File: src/rtl/irq_pkg.sv
// Package: shared constants for the interrupt acceptance unit.
// Assumes timer sources always occupy the top four priority slots.
package irq_pkg;
    localparam int unsigned N_TIMER    = 4;
    localparam int unsigned VEC_STRIDE = 4;

    typedef enum logic {
        SVC_IDLE = 1'b0,
        SVC_BUSY = 1'b1
    } svc_state_t;
endpackage

File: src/rtl/irq_edge_latch.sv
// Module: irq_edge_latch
// Turns rising edges on N request lines into sticky pending bits.
// Assumes requests are synchronous to clk; a new edge wins over a clear
// in the same cycle, so no edge is lost.
module irq_edge_latch #(
    parameter int unsigned N = 8
) (
    input  logic         clk,
    input  logic         rst_n,
    input  logic [N-1:0] req_i,
    input  logic [N-1:0] clr_i,
    output logic [N-1:0] pend_o
);
    logic [N-1:0] prev_q;
    logic [N-1:0] pend_q;

    for (genvar g = 0; g < N; g++) begin : g_src
        // Track each line's previous level and hold its pending bit.
        always_ff @(posedge clk) begin
            if (!rst_n) begin
                prev_q[g] <= 1'b0;
                pend_q[g] <= 1'b0;
            end else begin
                prev_q[g] <= req_i[g];
                if (req_i[g] && !prev_q[g]) begin
                    pend_q[g] <= 1'b1;
                end else if (clr_i[g]) begin
                    pend_q[g] <= 1'b0;
                end
            end
        end

        // a rising request is pending one edge later
        p_edge_latches_r2: assert property (@(posedge clk) disable iff (!rst_n)
            (req_i[g] && !prev_q[g]) |=> pend_q[g]);

        // a pending bit only drops when its own clear was given
        p_clear_own_r11: assert property (@(posedge clk) disable iff (!rst_n)
            (pend_q[g] && !clr_i[g]) |=> pend_q[g]);
    end

    assign pend_o = pend_q;
endmodule

File: src/rtl/irq_prio_pick.sv
// Module: irq_prio_pick
// Fixed-priority selector: the lowest set index wins.
// Assumes index order already equals priority order.
module irq_prio_pick #(
    parameter int unsigned N     = 8,
    parameter int unsigned IDX_W = 3
) (
    input  logic [N-1:0]     pend_i,
    output logic [N-1:0]     grant_o,
    output logic [IDX_W-1:0] idx_o,
    output logic             valid_o
);
    // Scan from the lowest to the highest priority so the best one wins last.
    always_comb begin
        grant_o = '0;
        idx_o   = '0;
        valid_o = 1'b0;
        for (int i = N - 1; i >= 0; i--) begin
            if (pend_i[i]) begin
                grant_o = '0;
                grant_o[i] = 1'b1;
                idx_o   = IDX_W'(i);
                valid_o = 1'b1;
            end
        end
    end

    // at most one grant, and only on a pending source
    always_comb begin
        p_grant_onehot_r3: assert ($onehot0(grant_o));
        p_grant_pending_r3: assert ((grant_o & ~pend_i) == '0);
    end
endmodule

File: src/rtl/irq_accept_ctrl.sv
// Module: irq_accept_ctrl
// Decides the acceptance cycle, registers take/save/vector and holds the
// in-service state until resume. Assumes the CPU status lines are valid
// every cycle and resume is a single-cycle pulse.
module irq_accept_ctrl
    import irq_pkg::*;
#(
    parameter int unsigned IDX_W    = 3,
    parameter int unsigned ADDR_W   = 12,
    parameter int unsigned VEC_BASE = 'h040
) (
    input  logic              clk,
    input  logic              rst_n,
    input  logic              valid_i,
    input  logic [IDX_W-1:0]  idx_i,
    input  logic              glb_en_i,
    input  logic              insn_bound_i,
    input  logic              multi_word_i,
    input  logic              skip_pend_i,
    input  logic              resume_i,
    output logic              accept_o,
    output logic              take_o,
    output logic              save_o,
    output logic [ADDR_W-1:0] vector_o,
    output logic              busy_o
);
    svc_state_t        state_q;
    logic              take_q;
    logic [ADDR_W-1:0] vec_q;
    logic              gate_open;

    // Combine every inhibit rule into a single permission.
    always_comb begin
        gate_open = glb_en_i && insn_bound_i && !multi_word_i && !skip_pend_i;
        accept_o  = valid_i && gate_open && (state_q == SVC_IDLE);
    end

    // Move between idle and in-service on accept and resume.
    always_ff @(posedge clk) begin
        if (!rst_n) begin
            state_q <= SVC_IDLE;
        end else if (accept_o) begin
            state_q <= SVC_BUSY;
        end else if (resume_i) begin
            state_q <= SVC_IDLE;
        end
    end

    // Register the take pulse and the vector of the accepted source.
    always_ff @(posedge clk) begin
        if (!rst_n) begin
            take_q <= 1'b0;
            vec_q  <= '0;
        end else begin
            take_q <= accept_o;
            if (accept_o) begin
                vec_q <= ADDR_W'(VEC_BASE) + ADDR_W'(ADDR_W'(idx_i) * VEC_STRIDE);
            end
        end
    end

    assign take_o   = take_q;
    assign save_o   = take_q;
    assign vector_o = vec_q;
    assign busy_o   = (state_q == SVC_BUSY);

    // a take only follows a cycle where every gate was open
    p_gates_open_r9: assert property (@(posedge clk) disable iff (!rst_n)
        take_o |-> $past(glb_en_i && insn_bound_i && !multi_word_i && !skip_pend_i));

    // in service without resume means no new take next cycle
    p_hold_until_resume_r10: assert property (@(posedge clk) disable iff (!rst_n)
        (busy_o && !resume_i) |=> !take_o);

    // take is a single-cycle pulse
    p_take_single_r5: assert property (@(posedge clk) disable iff (!rst_n)
        take_o |=> !take_o);
endmodule

File: src/rtl/irq_vector_ctrl.sv
// Module: irq_vector_ctrl (top)
// Interrupt acceptance unit: maps timer and external lines into priority
// order, latches edges, picks the winner and hands it to the acceptance
// control. Assumes all inputs are synchronous to clk.
module irq_vector_ctrl
    import irq_pkg::*;
#(
    parameter int unsigned N_EXT    = 4,
    parameter int unsigned ADDR_W   = 12,
    parameter int unsigned VEC_BASE = 'h040
) (
    input  logic              clk,
    input  logic              rst_n,
    input  logic [3:0]        tmr_req_i,
    input  logic [N_EXT-1:0]  ext_req_i,
    input  logic              glb_en_i,
    input  logic              insn_bound_i,
    input  logic              multi_word_i,
    input  logic              skip_pend_i,
    input  logic              resume_i,
    output logic              take_o,
    output logic              save_o,
    output logic [ADDR_W-1:0] vector_o,
    output logic              busy_o
);
    localparam int unsigned N_SRC = N_TIMER + N_EXT;
    localparam int unsigned IDX_W = (N_SRC > 1) ? $clog2(N_SRC) : 1;

    logic [N_SRC-1:0] src_req;
    logic [N_SRC-1:0] pend;
    logic [N_SRC-1:0] grant;
    logic [N_SRC-1:0] clr;
    logic [IDX_W-1:0] win_idx;
    logic             win_valid;
    logic             accept;

    // Timers go first, highest-numbered timer at slot 0.
    for (genvar t = 0; t < N_TIMER; t++) begin : g_tmr_map
        assign src_req[t] = tmr_req_i[N_TIMER-1-t];
    end
    for (genvar e = 0; e < N_EXT; e++) begin : g_ext_map
        assign src_req[N_TIMER+e] = ext_req_i[e];
    end

    assign clr = grant & {N_SRC{accept}};

    irq_edge_latch #(.N(N_SRC)) u_latch (
        .clk    (clk),
        .rst_n  (rst_n),
        .req_i  (src_req),
        .clr_i  (clr),
        .pend_o (pend)
    );

    irq_prio_pick #(.N(N_SRC), .IDX_W(IDX_W)) u_pick (
        .pend_i  (pend),
        .grant_o (grant),
        .idx_o   (win_idx),
        .valid_o (win_valid)
    );

    irq_accept_ctrl #(
        .IDX_W    (IDX_W),
        .ADDR_W   (ADDR_W),
        .VEC_BASE (VEC_BASE)
    ) u_ctrl (
        .clk          (clk),
        .rst_n        (rst_n),
        .valid_i      (win_valid),
        .idx_i        (win_idx),
        .glb_en_i     (glb_en_i),
        .insn_bound_i (insn_bound_i),
        .multi_word_i (multi_word_i),
        .skip_pend_i  (skip_pend_i),
        .resume_i     (resume_i),
        .accept_o     (accept),
        .take_o       (take_o),
        .save_o       (save_o),
        .vector_o     (vector_o),
        .busy_o       (busy_o)
    );

    // every vector lies on a stride boundary above the base
    p_vector_aligned_r4: assert property (@(posedge clk) disable iff (!rst_n)
        take_o |-> (((vector_o - ADDR_W'(VEC_BASE)) % ADDR_W'(VEC_STRIDE)) == '0));

    // outputs are quiet in the cycle after a reset edge
    p_reset_quiet_r1: assert property (@(posedge clk)
        !rst_n |=> (!take_o && !busy_o));
endmodule

File: config.mk
export PLATFORM = sky130hd
export DESIGN_NAME = irq_vector_ctrl
export DESIGN_NICKNAME = d
export VERILOG_FILES = /design/src/rtl/irq_pkg.sv /design/src/rtl/irq_edge_latch.sv /design/src/rtl/irq_prio_pick.sv /design/src/rtl/irq_accept_ctrl.sv /design/src/rtl/irq_vector_ctrl.sv
export SDC_FILE = /design/constraint.sdc
export NUM_CORES = 1
export LEC_CHECK = 0
export BUFFER_PORTS_ARGS = -buffer_cell sky130_fd_sc_hd__buf_2
export CAP_MARGIN = 20
export CELL_PAD_IN_SITES_DETAIL_PLACEMENT = 1
export CELL_PAD_IN_SITES_GLOBAL_PLACEMENT = 1
export CORE_MARGIN = 10
export CORE_UTILIZATION = 40
export CTS_BUF_LIST = sky130_fd_sc_hd__clkbuf_8
export DETAILED_ROUTE_END_ITERATION = 8
export PLACE_DENSITY_LB_ADDON = 0.1
export SLEW_MARGIN = 15
export SYNTH_ARGS = -nofsm -noshare
export SYNTH_HDL_FRONTEND = slang
export SYNTH_SLANG_ARGS = --single-unit
File: constraint.sdc
create_clock -name clk -period 2.2 [get_ports clk]
set_input_delay 0.22 -clock clk [delete_from_list [all_inputs] [get_ports clk]]
set_output_delay 0.22 -clock clk [all_outputs]
set_load 0.005 [all_outputs]
==> impl_results.md, run 1 <==
- CTS buffer count: 3
- Finished Layout Cells: around 150
- Critical Path RT: between 2 and 2.5 ns
- CP startpoint: u_latch.pend_o[0]$_SDFFE_PN0P_
- Routed vias/inst: 4.85
- Clock slew seen by the registers of the worst setup and hold paths: 0.08 ns
- Setup slack at placement: 0.633 ns
- Cell accounting for the most synthesized area: dfxtp_1
- CTS tree: built
- Number of hold buffers added after CTS: 0
- GR Util All Layers: 9.14%
- Mean post-synth cell area: between 9 and 10 um2
- Post-DP HPWL: roughly 1.6 mm
- Clk Latency, worst-skew pair: 0.26 ns
- CP Capture Type: flip-flop
- Die Y: 68.1 um
- Vias in the first global route: 774
- Critical path fanouts, max: 10
- Post CTS Setup Buffer Count: 0
- Synth warn: 0
- Post-cts resize count: 0
- Initial antenna violation count: 0
- Final setup fails: 0
- Worst setup SP type: flip-flop
- Worst Path Arrival: between 1.5 and 2 ns
- Die ar.: between 4000 and 5000 um2
- Routed via count: approximately 720
- RePlAce Congestion: approximately 0.74
- VDD IR max: between 0.5 and 0.6 mV
- Async set-reset flop share out of synthesis: 0%
- Remaining antenna violation count: 0
- Fill count: roughly 290
- Starting Density: a little over two fifths
- I/O pin count: 30
- Proportion of layout cells with a drive suffix above 1: approximately a quarter
- Final Core Density: 48.6%
- Placed Cells: about 150
- Post-Syn Instances: 101
- # rows: 17
- Register Area: 440 um2
- Crit Path Category: reg2reg
- Worst R2R Start: u_latch.pend_o[0]$_SDFFE_PN0P_
- Post-synth EDFFs: 0
- Final Hold Vio Count: 0
- First-pass GRT wire length: approximately 3.3 mm
- Ys flop type: dfxtp_1
- Synthesized area: about 920 um2
- Avg WL per Cell: roughly 14 um
- Post-Synth XOR/XNOR Area: 0%
- Unrepaired setup endpoints after global routing: false
- Post-synth top area share: between 40% and 50%
- Library cells used by synthesis: 28
- Initial DRT Pass Iterations: 3
- Reg2reg path depth: 4
- Setup TNS: 0 ns
- Final net count: 137
- Fin Clk Skew: approximately 0.0077 ns
- Final worst path period share: between 70% and 80%
- Flops & latches, synth: 22
- Adder-cell share of the synthesized area: 0%
- DRT iter0 DRCs: 9
- Post-synthesis mux area share: 0%
- Lkg Pwr: between 0.4 and 0.5 nW
- MaxCap Viol Count: 0
- Register area share after synthesis: 47.6%
- Status: complete, no violations
- Largest family of logic cells by synthesized area: simple AND/OR/NAND/NOR gates
- Multi-input combinational cell area: about 410 um2
- CTS sink count: 22
- Hold Crit Start: ext_req_i[3]
- Ant. Diodes: 0
- Reg-to-reg slack, setup: between 0.6 and 0.7 ns
- Fin crit period: 1.56 ns
- CTS root buffer: clkbuf_8
- Synth top area cells: dfxtp_1 (48%), buf_4 (7.3%), a21oi_1 (5.4%), and2_1 (4.7%), nor2_1 (3.2%)
- Core Region: ~2200 um2
- Design Power: 894 uW
- Worst Slack Setup Final: approximately 0.64 ns
- PortBufs: 21
- Gr ovfl total: 0
- DRT Wirelength: just over 2 mm
- Die X-Extent: 68.1 um
- Power per Cell Area: around 830 nW/um2
- Post-synthesis compound-gate area fraction: between 15 and 20%
- Hold Path Cell Cnt: 3
- # H-tree levels: 1
- Maximum clock rate: roughly 0.64 GHz
- Simple-gate share of the synthesized area: around a quarter
- Max clock buf depth: 2
- P&R area growth vs syn: 16.4%
- Worst Hold Class: in2reg
- Post-route DRC violation count: 0
- Largest net degree at the start of global routing: 14
- Max-slew violations: 0
-- cells in the mapped netlist, drive strengths merged, types with 2 or more instances --
| library cell | number |
|---|---|
| or4 | 2 |
| buf | 10 |
| dfxtp | 22 |
| nor3 | 2 |
| o211ai | 2 |
| and2 | 7 |
| nor4 | 3 |
| nand2 | 7 |
| nand2b | 4 |
| a21oi | 10 |
| clkbuf | 2 |
| o21ai | 3 |
| nor2b | 4 |
| nor2 | 8 |
| inv | 4 |
-- report_power, final --
part	switching [mW]	internal [mW]
registers	0.0225	0.421
clock network	0.127	0.243
logic	0.0412	0.0399
total	0.190	0.703
-- layout by cell type, fill, tap and decap left out, drive strengths merged --
cell / synthesis / final
bufinv: 0 / 1
and4bb: 1 / 1
nand4: 1 / 1
nor3: 2 / 2
o211a: 1 / 1
nand2: 7 / 7
o21ai: 3 / 3
conb: 1 / 8
buf: 10 / 21
a21oi: 10 / 10
clkbuf: 2 / 3
dfxtp: 22 / 22
and2: 7 / 7
nor2: 8 / 8
o31ai: 1 / 1
nand2b: 4 / 4
nor3b: 1 / 1
o22ai: 1 / 1
o41ai: 1 / 1
nor2b: 4 / 4
nor4: 3 / 3
o311ai: 1 / 1
nand3b: 1 / 1
or4: 2 / 2
a21o: 1 / 1
inv: 4 / 4
o211ai: 2 / 2
-- registers in the layout, indices dropped and copies added (netlist names) --
register,cells
u_ctrl.vector_o,4
u_latch.pend_o,8
u_ctrl.save_o,1
u_ctrl.busy_o,1
u_latch.prev_q,8
-- path summary, 6_finish.rpt --
kind	endpoint
min reg2reg	u_latch.pend_o[7]$_SDFFE_PN0P_
max reg2reg	u_ctrl.vector_o[3]$_SDFFE_PN0P_
max	u_ctrl.vector_o[3]$_SDFFE_PN0P_
min	u_latch.prev_q[7]$_SDFF_PN0_
-- per-stage QoR --
step                area (um2)  hold WS, ns
detailed placement        1000        0.439
finish                    1080        0.164
CTS                       1080        0.163
global placement          1000        0.412
floorplan                  951        0.331
global route              1080        0.167
-- per-layer routing --
layer | vias up | share of wire (%) | GRT usage, %
met3 | 2 | 7.7 | 3.10
met4 | 0 | 0.54 | 3.77
li1 | 366 | - | -
met2 | 19 | 49 | 15.5
met5 | - | 0 | 0
met1 | 336 | 43 | 10.3
-- logic make-up (layout without fill, tap and decap cells) --
group	after synthesis	in the layout
flops	22	22
compound gates	21	21
other cells	1	8
buf+inv	16	29
simple gates	41	41
-- critical path, cell delays in order, from the launching register on --
cell	delay [ns]
dfxtp_1	0.40
or4_4	0.59
o211a_1	0.23
o311ai_0	0.11
a21oi_1	0.12
-- area by class of cell --
class,instances,area share (%)
Clock buffer,3,3.84
Clock inverter,1,2.79
Inverter,4,1.40
Multi-Input combinational cell,70,38.0
Sequential cell,22,40.9
Tap cell,28,3.26
Timing Repair Buffer,21,9.77
(Power assumes the default switching activity.)
==> run 2: changes to the inputs <==
Settings changed: CORE_UTILIZATION 40 to 34.
Clock period 2.2 ns to 1.4 ns, I/O delays scaled along.
==> run 2 against run 1 <==
  * The run now ends with setup timing left
  * Die area up 12%
  * Sequential power grew 54%
  * Final area grew 11%
  * Via count up 9.4%
  * Setup slack got worse by 0.76 ns
  * Clock power rose by 22%
  * Non-clock buffer count increased by 14
  * Sequential share of layout area decreased by 3.8 points
  * Power is 48% higher
  * Utilization down 1.7 points
  * Largest cell class unchanged
==> impl_results.md, run 2 (synthesized netlist as in run 1, its figures left out) <==
- Status: finished with violations
- Failing checks: setup timing
- Crit-path max cell delay: ~0.57 ns
- Internal: about 1 mW
- Initial antenna violation count: 0
- Power per Cell Area: 1110 nW/um2
- Sw Ratio: 23.7%
- CTS tree: built
- DP Area: 1070 um2
- Flop pwr share: around half
- # H-tree levels: 1
- Placed Cells: approximately 160
- Max-slew violations: 0
- Most common cell after layout, fill and taps aside: buf_2
- Final net count: between 150 and 200
- DRT Wirelength: about 2.3 mm
- Die Y: just over 70 um
- Starting Density: roughly 36%
- Register Area: 443 um2
- M1 wire length: roughly 930 um
- Routed via count: 791
- Routed vias/inst: between 4 and 5
- Psw: between 300 and 400 uW
- Clock power share: between 30% and 40%
- Metal2 WL: between 1 and 1.5 mm
- I/O pin count: 30
- CP cell instances: or4_4 -> o211ai_4 -> buf_4 -> a21oi_2
- Maximum clock rate: roughly 0.66 GHz
- VDD IR max: a little over 0.6 mV
- Clk Latency, worst-skew pair: around 0.26 ns
- Fin Clk Skew: 0.00321 ns
- Worst Slack Setup Final: -0.119 ns
- Largest net degree at the start of global routing: 14
- Multi-input combinational cell area: 433 um2
- Worst Hold Class: in2reg
- DRT iter0 DRCs: 29
- Final Core Density: approximately 47%
- Final Hold Vio Count: 0
- Lkg Pwr: roughly 0.54 nW
- Ant. Diodes: 0
- Crit Path Category: reg2reg
- CP Capture Type: flip-flop
- RePlAce Congestion: approximately 0.74
- Worst setup SP type: flip-flop
- Remaining antenna violation count: 0
- Post-DP HPWL: roughly 1.8 mm
- Critical Path RT: around 1.5 ns
- Setup slack at placement: -0.0900 ns
- CTS sink count: 22
- Final worst path period share: 109%
- Proportion of layout cells with a drive suffix above 1: a little under two fifths
- Die ar.: about 5200 um2
- Top sig layer: met4
- P&R area growth vs syn: 29.1%
- Comb pwr share: 14.2%
- Die X-Extent: between 70 and 80 um
- Vias in the first global route: roughly 860
- Avg WL per Cell: 13.8 um
- Most frequent cells in the layout: buf_2 (21), dfxtp_1 (20), buf_4 (14), nor2_1 (8), conb_1 (8)
- Fill count: roughly 310
- CTS root buffer: clkbuf_8
- Final setup fails: 9
- Metal3 WL: ~170 um
- # rows: 18
- Fin crit period: ~1.5 ns
- Core Region: 2540 um2
- Design Power: between 1 and 1.5 mW
- PortBufs: 21
- Number of hold buffers added after CTS: 0
- Gr ovfl total: 0
- GR Util All Layers: a little under a tenth
- MaxCap Viol Count: 0
- Max clock buf depth: 2
- CTS buffer count: 3
- Initial DRT Pass Iterations: 2
- Unrepaired setup endpoints after global routing: true
- Post-route DRC violation count: 0
- Finished Layout Cells: approximately 170
- Worst Path Arrival: between 1.5 and 2 ns
- CP max stage cell: or4_4
- Critical path fanouts, max: 7
- Final Cell Area: roughly 1200 um2
- First-pass GRT wire length: approximately 3.9 mm
- Clock slew seen by the registers of the worst setup and hold paths: 0.08 ns
[run 2: final timing paths]
path                                       start                        endpoint  slack (ns)  cells past startpoint
setup / recovery  u_latch.pend_o[6]$_SDFFE_PN0P_      u_ctrl.busy_o$_SDFFE_PN0P_       -0.12                      4
setup reg to reg  u_latch.pend_o[6]$_SDFFE_PN0P_      u_ctrl.busy_o$_SDFFE_PN0P_       -0.12                      4
hold / removal                      ext_req_i[2]    u_latch.prev_q[6]$_SDFF_PN0_        0.09                      2
hold reg to reg     u_latch.prev_q[7]$_SDFF_PN0_  u_latch.pend_o[7]$_SDFFE_PN0P_        0.45                      1
[run 2: layout make-up]
class,instances,share of cell area (%)
Inverter,4,1.26
Tap cell,30,3.14
Multi-Input combinational cell,70,36.3
Timing Repair Buffer,35,17.6
Sequential cell,22,37.1
Clock buffer,4,4.61
[run 2: stage by stage]
| step | TNS [ns] | hold slack [ns] |
|---|---|---|
| after floorplan | -0.151 | 0.251 |
| after global placement | -0.133 | 0.345 |
| after detailed placement | -0.326 | 0.357 |
| after CTS | -0.449 | 0.0797 |
| after global routing | -1.45 | 0.0835 |
| final | -0.664 | 0.0868 |
[run 2: repair_timing]
action / 4_1_cts / 5_1_grt
buffers inserted: 1 / 4
resized for setup: 2 / 5
pin swaps: 6 / 7
setup endpoints to repair: 10 / 11
[run 2: metal layers]
layer	GRT usage, %	vias to the layer above
li1	-	396
met1	9.58	367
met2	15.1	22
met3	4.35	6
met4	5.81	0
met5	0	-
[run 2: critical path, delay by kind of cell (launching register included)]
family                 cells  cell delay [ns]
flip-flops                 1             0.33
AO/OA/AOI/OAI              2             0.34
AND/OR/NAND/NOR            1             0.57
buffers and inverters      1             0.17
[run 2: power by group through the flow]
stage | Combinational [mW] | Clock, mW | Sequential [mW]
2_1_floorplan | 0.112 | 0 | 0.699
3_3_place_gp | 0.170 | 0 | 0.694
3_5_place_dp | 0.175 | 0 | 0.697
4_1_cts | 0.180 | 0.475 | 0.682
5_1_grt | 0.213 | 0.498 | 0.689
6_report | 0.187 | 0.451 | 0.684
==> run 3: changes to the inputs <==
Settings changed: CELL_PAD_IN_SITES_DETAIL_PLACEMENT 1 to 0, CORE_UTILIZATION 34 to 40.
Clock period 1.4 ns to 1.85 ns, I/O delays scaled along.
==> run 3 against run 2 <==
  * The flow now finishes without violations
  * Maximum frequency shrank 2.2%
  * Via count decreased by 10%
  * Critical path type unchanged
  * Sequential power is 23% lower
  * Critical endpoint is now u_latch.pend_o[3]$_SDFFE_PN0P_
  * Cell count is 9.7% lower
  * Global-route usage shrank 1.1 points
  * Clock power fell by 26%
  * Sequential share of layout area is 4.5 points higher
  * Wire length down 21%
  * Sequential cell count unchanged
  * Die area down 11%
==> impl_results.md, run 3 (synthesized netlist as in run 1, its figures left out) <==
- Crit-path max cell delay: ~0.58 ns
- Fin Clk Skew: ~0.004 ns
- Initial DRT Pass Iterations: 4
- Post CTS Setup Buffer Count: 0
- Final setup fails: 0
- Fin crit period: around 1.6 ns
- Ant. Diodes: 0
- Die X-Extent: roughly 68 um
- CTS root buffer: clkbuf_8
- Core Region: roughly 2200 um2
- Post-route DRC violation count: 0
- DP Area: roughly 1000 um2
- Proportion of layout cells with a drive suffix above 1: 24.8%
- Final Cell Area: between 1000 and 1500 um2
- First-pass GRT wire length: a little under 3 mm
- Most frequent cells in the layout: dfxtp_1 (22), buf_2 (21), a21oi_1 (10), nor2_1 (8), conb_1 (8)
- Crit Path Category: reg2reg
- DRT Wirelength: approximately 1.8 mm
- Reg-to-reg endpoint: u_latch.pend_o[3]$_SDFFE_PN0P_
- Worst setup SP type: flip-flop
- Final worst path period share: a little over four fifths
- GR Util All Layers: around 8.2%
- Gr ovfl total: 0
- Hold worst-path end: u_latch.prev_q[7]$_SDFF_PN0_
- DRT iter0 DRCs: 19
- Status: complete, no violations
- P&R area growth vs syn: 14.6%
- Routed vias/inst: 4.77
- Most common cell after layout, fill and taps aside: dfxtp_1
- Hold Crit Start: ext_req_i[3]
- Number of hold buffers added after CTS: 0
- Worst Hold Class: in2reg
- Flop pwr share: between 50% and 60%
- Clk Latency, worst-skew pair: 0.26 ns
- Final Core Density: a little under half
- PortBufs: 21
- Clock power share: a little over a third
- CP cell instances: or4_4 -> o211ai_4 -> o41ai_1 -> a21oi_1
- VDD IR max: approximately 0.56 mV
- Comb pwr share: 9.8%
- Final net count: 137
- Critical path fanouts, max: 10
- CTS tree: built
- Reg-to-reg slack, setup: slightly below 0.3 ns
- Maximum clock rate: between 0.6 and 0.7 GHz
- Die Y: 68.1 um
- Hold Path Cell Cnt: 3
- Sw Ratio: between 20% and 30%
- Post-DP HPWL: approximately 1.4 mm
- Largest net degree at the start of global routing: 14
- Critical Path RT: 2.04 ns
- Initial antenna violation count: 0
- Unrepaired setup endpoints after global routing: false
- Remaining antenna violation count: 0
- RePlAce Congestion: 0.737
- Worst R2R Start: u_latch.pend_o[0]$_SDFFE_PN0P_
- Routed via count: between 700 and 800
- Psw: about 220 uW
- Setup TNS: 0 ns
- Clock slew seen by the registers of the worst setup and hold paths: 0.08 ns
- Lkg Pwr: approximately 0.47 nW
- # H-tree levels: 1
- CP Capture Type: flip-flop
- Post-cts resize count: 0
- Final Hold Vio Count: 0
- I/O pin count: 30
- Vias in the first global route: 684
- Max clock buf depth: 2
- Setup slack at placement: approximately 0.29 ns
- Die ar.: roughly 4600 um2
- CTS sink count: 22
- CP max stage cell: or4_4
- Max-slew violations: 0
- Starting Density: about two fifths
- Internal: 737 uW
- Worst Slack Setup Final: around 0.30 ns
- Power per Cell Area: around 900 nW/um2
- Avg WL per Cell: about 12 um
- Worst Path Arrival: around 1.7 ns
- MaxCap Viol Count: 0
- CTS buffer count: 3
- # rows: 17
- Reg2reg path depth: 4
==> run 3: cell types whose count changed in the layout (fill, tap and decap cells not counted), sizes merged <==
cell / change
buf: -14
==> run 3: area by class of cell <==
type                            instances  area [um2]
Multi-Input combinational cell         70         409
Fill cell                             230        1150
Tap cell                               28        35.0
Inverter                                4        15.0
Timing Repair Buffer                   21         105
Sequential cell                        22         440
Clock buffer                            4        55.1
==> run 3: metrics by stage <==
step | total power [mW] | hold WS (ns) | instances
after floorplan | 0.613 | 0.296 | 108
after global placement | 0.628 | 0.387 | 145
after detailed placement | 0.631 | 0.392 | 145
after CTS | 0.969 | 0.119 | 149
after global routing | 1.00 | 0.137 | 149
final | 0.953 | 0.124 | 149
==> run 3: worst max-delay path, delay by kind of cell, from the launching register on <==
family	cells	cell delay (ns)
and+or+nand+nor	1	0.58
AOI/OAI and AO/OA	3	0.51
DFF	1	0.40
==> run 3: layer usage <==
metal  global-route usage (%)  vias to the layer above  part of all wire, %
met1                     9.18                      316                   44
met4                     5.28                        0                  1.9
met3                     2.77                        4                  8.8
li1                         -                      372                    -
met2                     13.0                       19                   45
met5                        0                        -                    0
==> run 3: how the worst max path moves through the flow <==
stage / slack (ns) / from / endpoint / cells past startpoint
floorplan: 0.36 / u_latch.pend_o[0]$_SDFFE_PN0P_ / u_ctrl.vector_o[3]$_SDFFE_PN0P_ / 5
global placement: 0.30 / u_latch.pend_o[0]$_SDFFE_PN0P_ / u_ctrl.vector_o[3]$_SDFFE_PN0P_ / 4
detailed placement: 0.29 / u_latch.pend_o[0]$_SDFFE_PN0P_ / u_ctrl.vector_o[3]$_SDFFE_PN0P_ / 4
CTS: 0.28 / u_latch.pend_o[0]$_SDFFE_PN0P_ / u_ctrl.vector_o[3]$_SDFFE_PN0P_ / 4
global route: 0.18 / u_latch.pend_o[0]$_SDFFE_PN0P_ / u_ctrl.vector_o[4]$_SDFFE_PN0P_ / 4
finish: 0.30 / u_latch.pend_o[0]$_SDFFE_PN0P_ / u_latch.pend_o[3]$_SDFFE_PN0P_ / 4
==> run 3: power by group through the flow <==
stage | Clock [mW] | Combinational [mW] | Sequential, mW
2_1_floorplan | 0 | 0.0842 | 0.529
3_5_place_dp | 0 | 0.0945 | 0.536
3_3_place_gp | 0 | 0.0926 | 0.535
6_report | 0.333 | 0.0936 | 0.526
5_1_grt | 0.366 | 0.109 | 0.530
4_1_cts | 0.349 | 0.0947 | 0.525
